### config.mk
export PLATFORM = sky130hd
export DESIGN_NAME = keyed_wdog
export DESIGN_NICKNAME = d
export VERILOG_FILES = /design/src/rtl/kwd_pkg.sv /design/src/rtl/kwd_keydec.sv /design/src/rtl/kwd_xfer.sv /design/src/rtl/kwd_core.sv /design/src/rtl/keyed_wdog.sv
export SDC_FILE = /design/constraint.sdc
export NUM_CORES = 1
export LEC_CHECK = 0
export ABC_AREA = 1
export CAP_MARGIN = 10
export CORE_MARGIN = 5
export CORE_UTILIZATION = 35
export CTS_CLUSTER_SIZE = 12
export DETAILED_ROUTE_END_ITERATION = 8
export PLACE_DENSITY_LB_ADDON = 0.12
export SETUP_SLACK_MARGIN = 0.05
export SLEW_MARGIN = 40
export SYNTH_ARGS = -nofsm -noshare
export SYNTH_HDL_FRONTEND = slang
export SYNTH_SLANG_ARGS = --single-unit
### constraint.sdc
create_clock -name clk -period 3.7 [get_ports clk]
set_clock_uncertainty 0.05 [all_clocks]
set_input_delay 0.37 -clock clk [delete_from_list [all_inputs] [get_ports clk]]
set_output_delay 0.37 -clock clk [all_outputs]
set_load 0.005 [all_outputs]
### src/rtl/kwd_pkg.sv
package kwd_pkg;

    localparam int KEY_W       = 16;
    localparam int PS_LOG2_MAX = 8;
    localparam int PS_LOG2_MIN = 2;

    localparam logic [KEY_W-1:0] KEY_OPEN  = 16'h5555;
    localparam logic [KEY_W-1:0] KEY_START = 16'hCCCC;
    localparam logic [KEY_W-1:0] KEY_KICK  = 16'hAAAA;

    localparam int OFS_KEY  = 'h00;
    localparam int OFS_PSC  = 'h04;
    localparam int OFS_RLD  = 'h08;
    localparam int OFS_STAT = 'h0C;

    typedef struct packed {
        logic start;
        logic kick;
    } key_cmd_t;

    typedef struct packed {
        logic rld;
        logic psc;
    } busy_t;

    // log2 of the clock divider selected by a prescaler code, saturating
    function automatic int unsigned psc_log2(input int unsigned code);
        if (code + PS_LOG2_MIN > PS_LOG2_MAX)
            return PS_LOG2_MAX;
        return code + PS_LOG2_MIN;
    endfunction

endpackage

### src/rtl/kwd_keydec.sv
module kwd_keydec
    import kwd_pkg::*;
#(
    parameter int DATA_W = 16
) (
    input  logic              clk,
    input  logic              rst,
    input  logic              key_wr,
    input  logic [DATA_W-1:0] key_data,
    output logic              cfg_open,
    output logic              wd_en,
    output key_cmd_t          cmd
);

    logic is_open, is_start, is_kick;

    always_comb begin
        is_open  = (key_data == DATA_W'(KEY_OPEN));
        is_start = (key_data == DATA_W'(KEY_START));
        is_kick  = (key_data == DATA_W'(KEY_KICK));
        cmd.start = key_wr && is_start;
        cmd.kick  = key_wr && is_kick;
    end

    always_ff @(posedge clk) begin
        if (rst) begin
            cfg_open <= 1'b0;
            wd_en    <= 1'b0;
        end else if (key_wr) begin
            cfg_open <= is_open;
            if (is_start)
                wd_en <= 1'b1;
        end
    end

endmodule

### src/rtl/kwd_xfer.sv
module kwd_xfer #(
    parameter int          W       = 12,
    parameter int          LAT     = 8,
    parameter logic [W-1:0] RST_VAL = '0
) (
    input  logic         clk,
    input  logic         rst,
    input  logic         wr,
    input  logic [W-1:0] wdata,
    output logic [W-1:0] shadow,
    output logic [W-1:0] active,
    output logic         busy
);

    localparam int LW = $clog2(LAT + 1);

    logic [LW-1:0] left;

    always_ff @(posedge clk) begin
        if (rst) begin
            shadow <= RST_VAL;
            active <= RST_VAL;
            busy   <= 1'b0;
            left   <= '0;
        end else if (wr) begin
            shadow <= wdata;
            busy   <= 1'b1;
            left   <= LW'(LAT);
        end else if (busy) begin
            if (left == LW'(1)) begin
                active <= shadow;
                busy   <= 1'b0;
                left   <= '0;
            end else begin
                left <= left - 1'b1;
            end
        end
    end

endmodule

### src/rtl/kwd_core.sv
module kwd_core
    import kwd_pkg::*;
#(
    parameter int CNT_W = 12,
    parameter int PSC_W = 3,
    parameter int PS_W  = PS_LOG2_MAX
) (
    input  logic             clk,
    input  logic             rst,
    input  logic             en,
    input  logic             load,
    input  logic [PSC_W-1:0] psc_code,
    input  logic [CNT_W-1:0] reload,
    output logic             rst_req
);

    logic [PS_W-1:0]  ps_cnt;
    logic [PS_W-1:0]  ps_last;
    logic [PS_W:0]    span;
    logic [CNT_W-1:0] count;
    logic             tick;

    always_comb begin
        span    = (PS_W + 1)'(1) << psc_log2(int'(psc_code));
        ps_last = PS_W'(span - 1'b1);
        tick    = en && (ps_cnt == ps_last);
    end

    always_ff @(posedge clk) begin
        if (rst) begin
            ps_cnt  <= '0;
            count   <= '1;
            rst_req <= 1'b0;
        end else begin
            rst_req <= 1'b0;
            if (load) begin
                ps_cnt <= '0;
                count  <= reload;
            end else if (tick) begin
                ps_cnt <= '0;
                if (count == '0) begin
                    count   <= reload;
                    rst_req <= 1'b1;
                end else begin
                    count <= count - 1'b1;
                end
            end else if (en) begin
                ps_cnt <= ps_cnt + 1'b1;
            end
        end
    end

endmodule

### src/rtl/keyed_wdog.sv
module keyed_wdog
    import kwd_pkg::*;
#(
    parameter int ADDR_W   = 5,
    parameter int DATA_W   = 16,
    parameter int CNT_W    = 12,
    parameter int PSC_W    = 3,
    parameter int XFER_LAT = 8
) (
    input  logic              clk,
    input  logic              rst,
    input  logic              bus_wr,
    input  logic [ADDR_W-1:0] bus_addr,
    input  logic [DATA_W-1:0] bus_wdata,
    output logic [DATA_W-1:0] bus_rdata,
    output logic              rst_req
);

    logic             cfg_open, wd_en;
    key_cmd_t         cmd;
    busy_t            busy;
    logic             sel_key, sel_psc, sel_rld, sel_stat;
    logic [PSC_W-1:0] psc_shadow, psc_active;
    logic [CNT_W-1:0] rld_shadow, rld_active;
    logic             psc_busy, rld_busy;

    always_comb begin
        sel_key  = (bus_addr == ADDR_W'(OFS_KEY));
        sel_psc  = (bus_addr == ADDR_W'(OFS_PSC));
        sel_rld  = (bus_addr == ADDR_W'(OFS_RLD));
        sel_stat = (bus_addr == ADDR_W'(OFS_STAT));
        busy.psc = psc_busy;
        busy.rld = rld_busy;
    end

    kwd_keydec #(.DATA_W(DATA_W)) u_keys (
        .clk      (clk),
        .rst      (rst),
        .key_wr   (bus_wr && sel_key),
        .key_data (bus_wdata),
        .cfg_open (cfg_open),
        .wd_en    (wd_en),
        .cmd      (cmd)
    );

    kwd_xfer #(.W(PSC_W), .LAT(XFER_LAT), .RST_VAL('0)) u_psc (
        .clk    (clk),
        .rst    (rst),
        .wr     (bus_wr && sel_psc && cfg_open),
        .wdata  (bus_wdata[PSC_W-1:0]),
        .shadow (psc_shadow),
        .active (psc_active),
        .busy   (psc_busy)
    );

    kwd_xfer #(.W(CNT_W), .LAT(XFER_LAT), .RST_VAL('1)) u_rld (
        .clk    (clk),
        .rst    (rst),
        .wr     (bus_wr && sel_rld && cfg_open),
        .wdata  (bus_wdata[CNT_W-1:0]),
        .shadow (rld_shadow),
        .active (rld_active),
        .busy   (rld_busy)
    );

    kwd_core #(.CNT_W(CNT_W), .PSC_W(PSC_W)) u_core (
        .clk      (clk),
        .rst      (rst),
        .en       (wd_en),
        .load     (cmd.start || cmd.kick),
        .psc_code (psc_active),
        .reload   (rld_active),
        .rst_req  (rst_req)
    );

    always_comb begin
        bus_rdata = '0;
        if (sel_psc)
            bus_rdata[PSC_W-1:0] = psc_shadow;
        else if (sel_rld)
            bus_rdata[CNT_W-1:0] = rld_shadow;
        else if (sel_stat)
            bus_rdata[1:0] = busy;
        else if (sel_key)
            bus_rdata = '0;
    end

endmodule

; ---- Word-level counts from Yosys, hierarchy flattened
; Index checks and enable logic that the tools add are counted.
; W data, S select, Z words.
[totals]
register_bits = 63
[classes]
n_mux = 23
magnitude_cmp = 1
n_reduce_logical = 21
addsub = 6
bitwise = 3
eq_ne = 9
n_shift = 1
[op_table]
columns = operator, count
row1 = $mux W12, 4
row2 = $eq A16 B16 Y1 const B, 2
row3 = $mux W32, 1
row4 = $shl A1 B32 Y8 const A, 1
row5 = $mux W4, 7
row6 = $eq A16 B15 Y1 const B, 1
row7 = $logic_not A12 Y1, 1
row8 = $sub A12 B1 Y12 const B, 1
row9 = $eq A5 B4 Y1 const B, 2
row10 = $mux W9, 1
row11 = $add A8 B1 Y8 const B, 1
row12 = $eq A4 B1 Y1 const B, 2
row13 = $eq A8 B8 Y1, 1
row14 = $logic_and A1 B1 Y1, 8
row15 = $mux W1, 8
row16 = $sub A4 B1 Y4 const B, 2
row17 = $sub A8 B1 Y8 const B, 1
row18 = $reduce_and A3 Y1, 2
row19 = $reduce_bool A2 Y1, 3
row20 = $reduce_or A3 Y1, 2
row21 = $eq A5 B3 Y1 const B, 1
row22 = $logic_not A5 Y1, 1
row23 = $add A3 B2 Y4 const B, 1
row24 = $gt A4 B4 Y1 const B, 1
row25 = 6 further kinds, 9

; ---- Logic depth before layout (Yosys ltp)
[depth]
ltp_word = 10
ltp_mapped = 14

; ---- Hierarchy
; Synthesis repeated with hierarchy kept, for this count alone.
[unflattened]
cells_unflattened = 542
hier_area_um2 = 3748.6
[by_module_without_submodules]
columns = module, cells_each, seq_area_each_um2, instances, area_per_inst_um2
row1 = kwd_core, 234, 420.4, 1, 1530.2
row2 = kwd_xfer (u_rld), 155, 580.6, 1, 1221.2
row3 = kwd_xfer (u_psc), 59, 220.2, 1, 474.2
row4 = keyed_wdog, 49, 0.0, 1, 276.5
row5 = kwd_keydec, 45, 40.0, 1, 246.5

; ---- Least setup slack after synthesis
; No wires, ideal clock.
[synth_path]
path_kind = register to register
startpoint = reg u_psc.active[1]
endpoint = reg u_core.count[2]
slack_ps = 1761
stages_incl_launch_ff = 14
setup_ps = 134
path_buffers = 1
t_required_ps = 3516
t_arrival_ps = 1755
path_cell_list = dfxtp_1 -> inv_1 -> ha_1 -> nor2_1 -> nand2_1 -> nand2_2 -> nand2_1 -> nand2_1 -> nand2_1 -> nand2_1 -> nand4_4 -> buf_2 -> nand3_1 -> nand3_1
[synth_between]
elab_chain_cells = 9
elab_cells_between_ends = 10
[synth_lines]
columns = item, line_no
row1 = "start, declared", kwd_xfer.sv:11  ; output logic [W-1:0] active,
row2 = "start signal, assigned", kwd_xfer.sv:31  ; active <= shadow;
row3 = $add A3 B2 Y4 *, "kwd_pkg.sv:28, kwd_pkg.sv:30"
row4 = $gt A4 B4 Y1, kwd_pkg.sv:28  ; if (code + PS_LOG2_MIN > PS_LOG2_MAX)
row5 = $mux W1 / $mux W4 (equally long branches), kwd_pkg.sv:28
row6 = $mux W32 *, kwd_pkg.sv:30  ; return code + PS_LOG2_MIN;
row7 = $shl A1 B32 Y8 *, kwd_core.sv:24  ; span = (PS_W + 1)'(1) << psc_log2(int'(psc_code));
row8 = $sub A8 B1 Y8 *, kwd_core.sv:25  ; ps_last = PS_W'(span - 1'b1);
row9 = $eq A8 B8 Y1 *, kwd_core.sv:26  ; tick = en && (ps_cnt == ps_last);
row10 = $logic_and A1 B1 Y1 *, kwd_core.sv:26
row11 = $reduce_bool A2 Y1 (no line) *, n/a
row12 = "end signal, assigned", kwd_core.sv:38  ; count <= reload;
row13 = "end signal, assigned", kwd_core.sv:42  ; count <= reload;
row14 = "end signal, assigned", kwd_core.sv:45  ; count <= count - 1'b1;
row15 = "end, declared", kwd_core.sv:20  ; logic [CNT_W-1:0] count;
; Every way passes the cells marked *; elsewhere a longest branch is shown, timed or not.
; A chain may end at the register's enable or synchronous reset.

; ---- Worst setup path after layout
[layout_path]
startpoint = in bus_addr[2]
endpoint = out bus_rdata[0]
[layout_between]
elab_chain_cells = 4
elab_cells_between_ends = 6
[layout_lines]
columns = item, line_no
row1 = "start, declared", keyed_wdog.sv:13  ; input logic [ADDR_W-1:0] bus_addr,
row2 = $eq A5 B4 Y1, keyed_wdog.sv:31  ; sel_stat = (bus_addr == ADDR_W'(OFS_STAT));
row3 = $mux W2, keyed_wdog.sv:82  ; else if (sel_stat)
row4 = $mux W12, keyed_wdog.sv:80  ; else if (sel_rld)
row5 = $mux W3 *, keyed_wdog.sv:78  ; if (sel_psc)
row6 = "end, declared", keyed_wdog.sv:15  ; output logic [DATA_W-1:0] bus_rdata,
; Marks and branches as above.

==> metrics.md <==
| Metric | Value |
|---|---|
| Outcome | `finished, final reports clean` |
| Util after Layout | `a little over two fifths` |
| Global-route usage over all layers | `14.1%` |
| Grt met2 use | `a little under a quarter` |
| CP Data Arrival Time | `around 2.3 ns` |
| Worst reg2reg setup slack | `1.36 ns` |
| Dominant cell type by area after synthesis | `dfxtp_1` |
| Gate count after technology mapping | `557` |
| Worst setup margin | `1.01 ns` |
| Cell variety after synth | `36` |
| GRT Residual Overflow | `0` |
| CTS tree | `built` |
| Most frequent cells in the layout | `165 x nand2_1, 68 x nor2_1, 63 x dfxtp_1` |
| Area grow syn2layout | `17.6%` |
| Vias per cell | `4.70` |
| Hold path endpoint | `u_keys.cfg_open$_SDFFE_PP0P_` |
| GP Congestion | `around 0.84` |
| Dpl hpwl | `6590 um` |
| Clk root buf | `clkbuf_8` |
| Mapped Avg Cell Area | `6.64 um2` |
| Minimum clock period | `2.69 ns` |
| Final period util | `72.6%` |
| Max Cap Violations | `0` |
| DR iter-0 viols | `140` |
| CTS sink cnt | `63` |
| Fin. max-slew vios | `0` |
| DR pass1 iterations | `4` |
| Pre-CTS setup slack | `0.727 ns` |
| Initial antenna violation count | `0` |
| Initial core utilization | `35.8%` |
| Post-cts sizing count | `0` |
| Leakage | `1.97 nW` |
| DR WL/cell | `approximately 12 um` |
| Synth top area share | `34.1%` |
| Seq/Total Area, Yosys | `34.1%` |
| Std-Cell Rows | `37` |
| Commonest non-fill, non-tap cell in the layout | `nand2_1` |
| Met3 Use GR | `3.05%` |
| Endpoints failing hold | `0` |
| Pwr/cell area | `311 mW/mm2` |
| Largest cells by area after synthesis | `dfxtp_1 34%, nand2_1 17%, nand3_1 7.2%, nor2_1 6.9%, inv_1 6.3%` |
| Num CTS Buffers | `9` |
| Worst r2r src | `u_psc.active[1]$_SDFFE_PP0P_` |
| Setup CP Type | `in -> out` |
| Die Wd | `113 um` |
| Post-Syn Area | `between 0.003 and 0.004 mm2` |
| First-pass GRT wire length | `14900 um` |
| Hold Path Origin | `u_keys.cfg_open$_SDFFE_PP0P_` |
| Vias in the first global route | `3259` |
| Worst EP required | `~3.3 ns` |
| Unrepaired setup endpoints after global routing | `false` |
| Cts-stage hold buffer count | `0` |
| # setup viols final | `0` |
| Yosys warns | `0` |
| Worst setup SP type | `input port` |
| Setup Fix Bufs, Post-CTS | `0` |
| Worst-margin pin slew | `0.759 ns` |
| Met1 Use GR | `18.4%` |
| Reg2reg path depth | `12` |
| Layout cells sized above 1 | `between 7 and 8%` |
| Port Buf Inserts | `36` |
| Hold Crit Class | `reg -> reg` |
| Critical path's slowest cell | `clkdlybuf4s50_1` |
| Max clock buf depth | `2` |
| Largest net degree at the start of global routing | `23` |
| Nets | `630` |
| Post-DRT Antenna Nets | `0` |
| Fin area | `~0.0043 mm2` |
| Clock-pin slew on the worst setup and hold paths | `0.07 ns` |
| Setup Total Neg Slack | `0 ns` |
| Placed cell areas | `roughly 0.0042 mm2` |
| ANT cells | `0` |
| Die height | `roughly 110 um` |
| CP Max Fanout | `11` |
| Worst path max stage delay | `roughly 0.5 ns` |
| Relative slew slack | `between 40% and 50%` |
| Crit end category | `output port` |
| Fmax | `~370 MHz` |
| #FFs+latches synth | `63` |
| I/O pins | `41` |
| Full die area | `0.0127 mm2` |
| # H-tree levels | `3` |
| Via count | `around 3400` |
| Gr busiest metal | `met2` |
| Clock latency on the worst-skew pair | `0.33 ns` |
| RR Endpoint | `u_core.count[10]$_SDFFE_PP1P_` |
| WL final | `8750 um` |
| DR DRC count | `0` |
| Peak supply drop | `143 uV` |
| Filler instances | `1095` |
| Crit-path cells | `clkdlybuf4s50_1 > nor2_1 > nand3_1 > inv_1 > nand2_1 > nand3_1 > clkdlybuf4s50_1` |
| Hold Path Stages | `2` |
| Core area | `0.0103 mm2` |
==> power breakdown <==
group           switching [W]  leakage, nW  internal, W  total (W)
Sequential     0.000000000239        0.509     0.000678   0.000678
Combinational       0.0000382         1.35    0.0000331  0.0000713
Clock                0.000264        0.105     0.000341   0.000605
Total                0.000302         1.97      0.00105    0.00135
==> synthesized netlist by cell type <==
library cell,number
mux2i_1,1
nand2_4,1
buf_6,3
ha_1,14
nand3b_1,1
and3_1,1
o21ai_0,7
nand3_2,3
o21ai_1,2
or2_2,2
nor2_1,68
a221oi_1,2
nor4_1,2
a21oi_1,13
nor2_2,7
a31oi_1,1
nor3_1,6
nand2_1,165
conb_1,1
xor2_1,8
dfxtp_1,63
a211oi_1,2
nand4_1,10
nand2_2,3
nor2_4,1
inv_2,8
nand4_4,1
buf_4,4
inv_1,62
nand3_1,53
xnor2_1,8
o211ai_1,20
clkbuf_1,8
nor3_2,2
buf_2,3
a22o_1,1
==> state kept, by name, indices dropped and copies added, names as in the netlist <==
signal,flops
u_core.count,12
u_core.ps_cnt,8
u_core.rst_req,1
u_keys.cfg_open,1
u_keys.wd_en,1
u_psc.active,3
u_psc.busy,1
u_psc.left,4
u_psc.shadow,3
u_rld.active,12
u_rld.busy,1
u_rld.left,4
u_rld.shadow,12
==> layer usage <==
layer	wire length, um	share of wire (%)
met5	0	0
met4	37	0.42
met1	4390	50
met2	4050	46
met3	278	3.2
==> worst max-delay path, delay by kind of cell <==
family / cells / cell delay, ns
and+or+nand+nor: 4 / 0.74
buffers and inverters: 3 / 1.14
==> cell families after synthesis <==
logic type                 Yosys count  share of synthesized area (%)
and+or+nand+nor                    326                           38.6
buffers and inverters               88                           10.1
DFF                                 63                           34.1
AOI/OAI and AO/OA                   48                           8.32
xor gates and xnor gates            16                           3.79
adders and majority gates           14                           4.74
other                                1                          0.101
muxes                                1                          0.271
==> worst max-delay path by stage <==
| stage | start | to | slack, ns | cells past startpoint |
|---|---|---|---|---|
| after CTS | bus_addr[2] | bus_rdata[1] | 0.99 | 7 |
| final | bus_addr[2] | bus_rdata[0] | 1.01 | 7 |
| after detailed placement | bus_addr[2] | u_rld.active[0]$_SDFFE_PP1P_ | 0.73 | 10 |
| after global placement | bus_addr[2] | u_rld.active[1]$_SDFFE_PP1P_ | 0.83 | 10 |
| after global routing | bus_addr[2] | bus_rdata[1] | 0.90 | 7 |
| after floorplan | u_psc.active[1]$_SDFFE_PP0P_ | u_core.count[2]$_SDFFE_PP1P_ | 1.76 | 13 |
==> metrics by stage <==
stage	hold WS (ns)	power [W]	std cells
2_1_floorplan	0.395	0.000723	560
3_3_place_gp	0.410	0.000765	717
3_5_place_dp	0.414	0.000765	717
4_1_cts	0.424	0.00137	732
5_1_grt	0.458	0.00141	732
6_report	0.427	0.00135	732
==> final cells by class <==
type                       count  area (um2)  area share, %
clock inverter                 4        45.0           1.04
inverter                      70         263           6.04
sequential                    63        1260           29.0
clock buffer                  11         151           3.48
timing repair buffer          39         383           8.80
multi-input combinational    409        2080           47.7
tap                          136         170           3.91
Power figures use the tool's default switching activity.
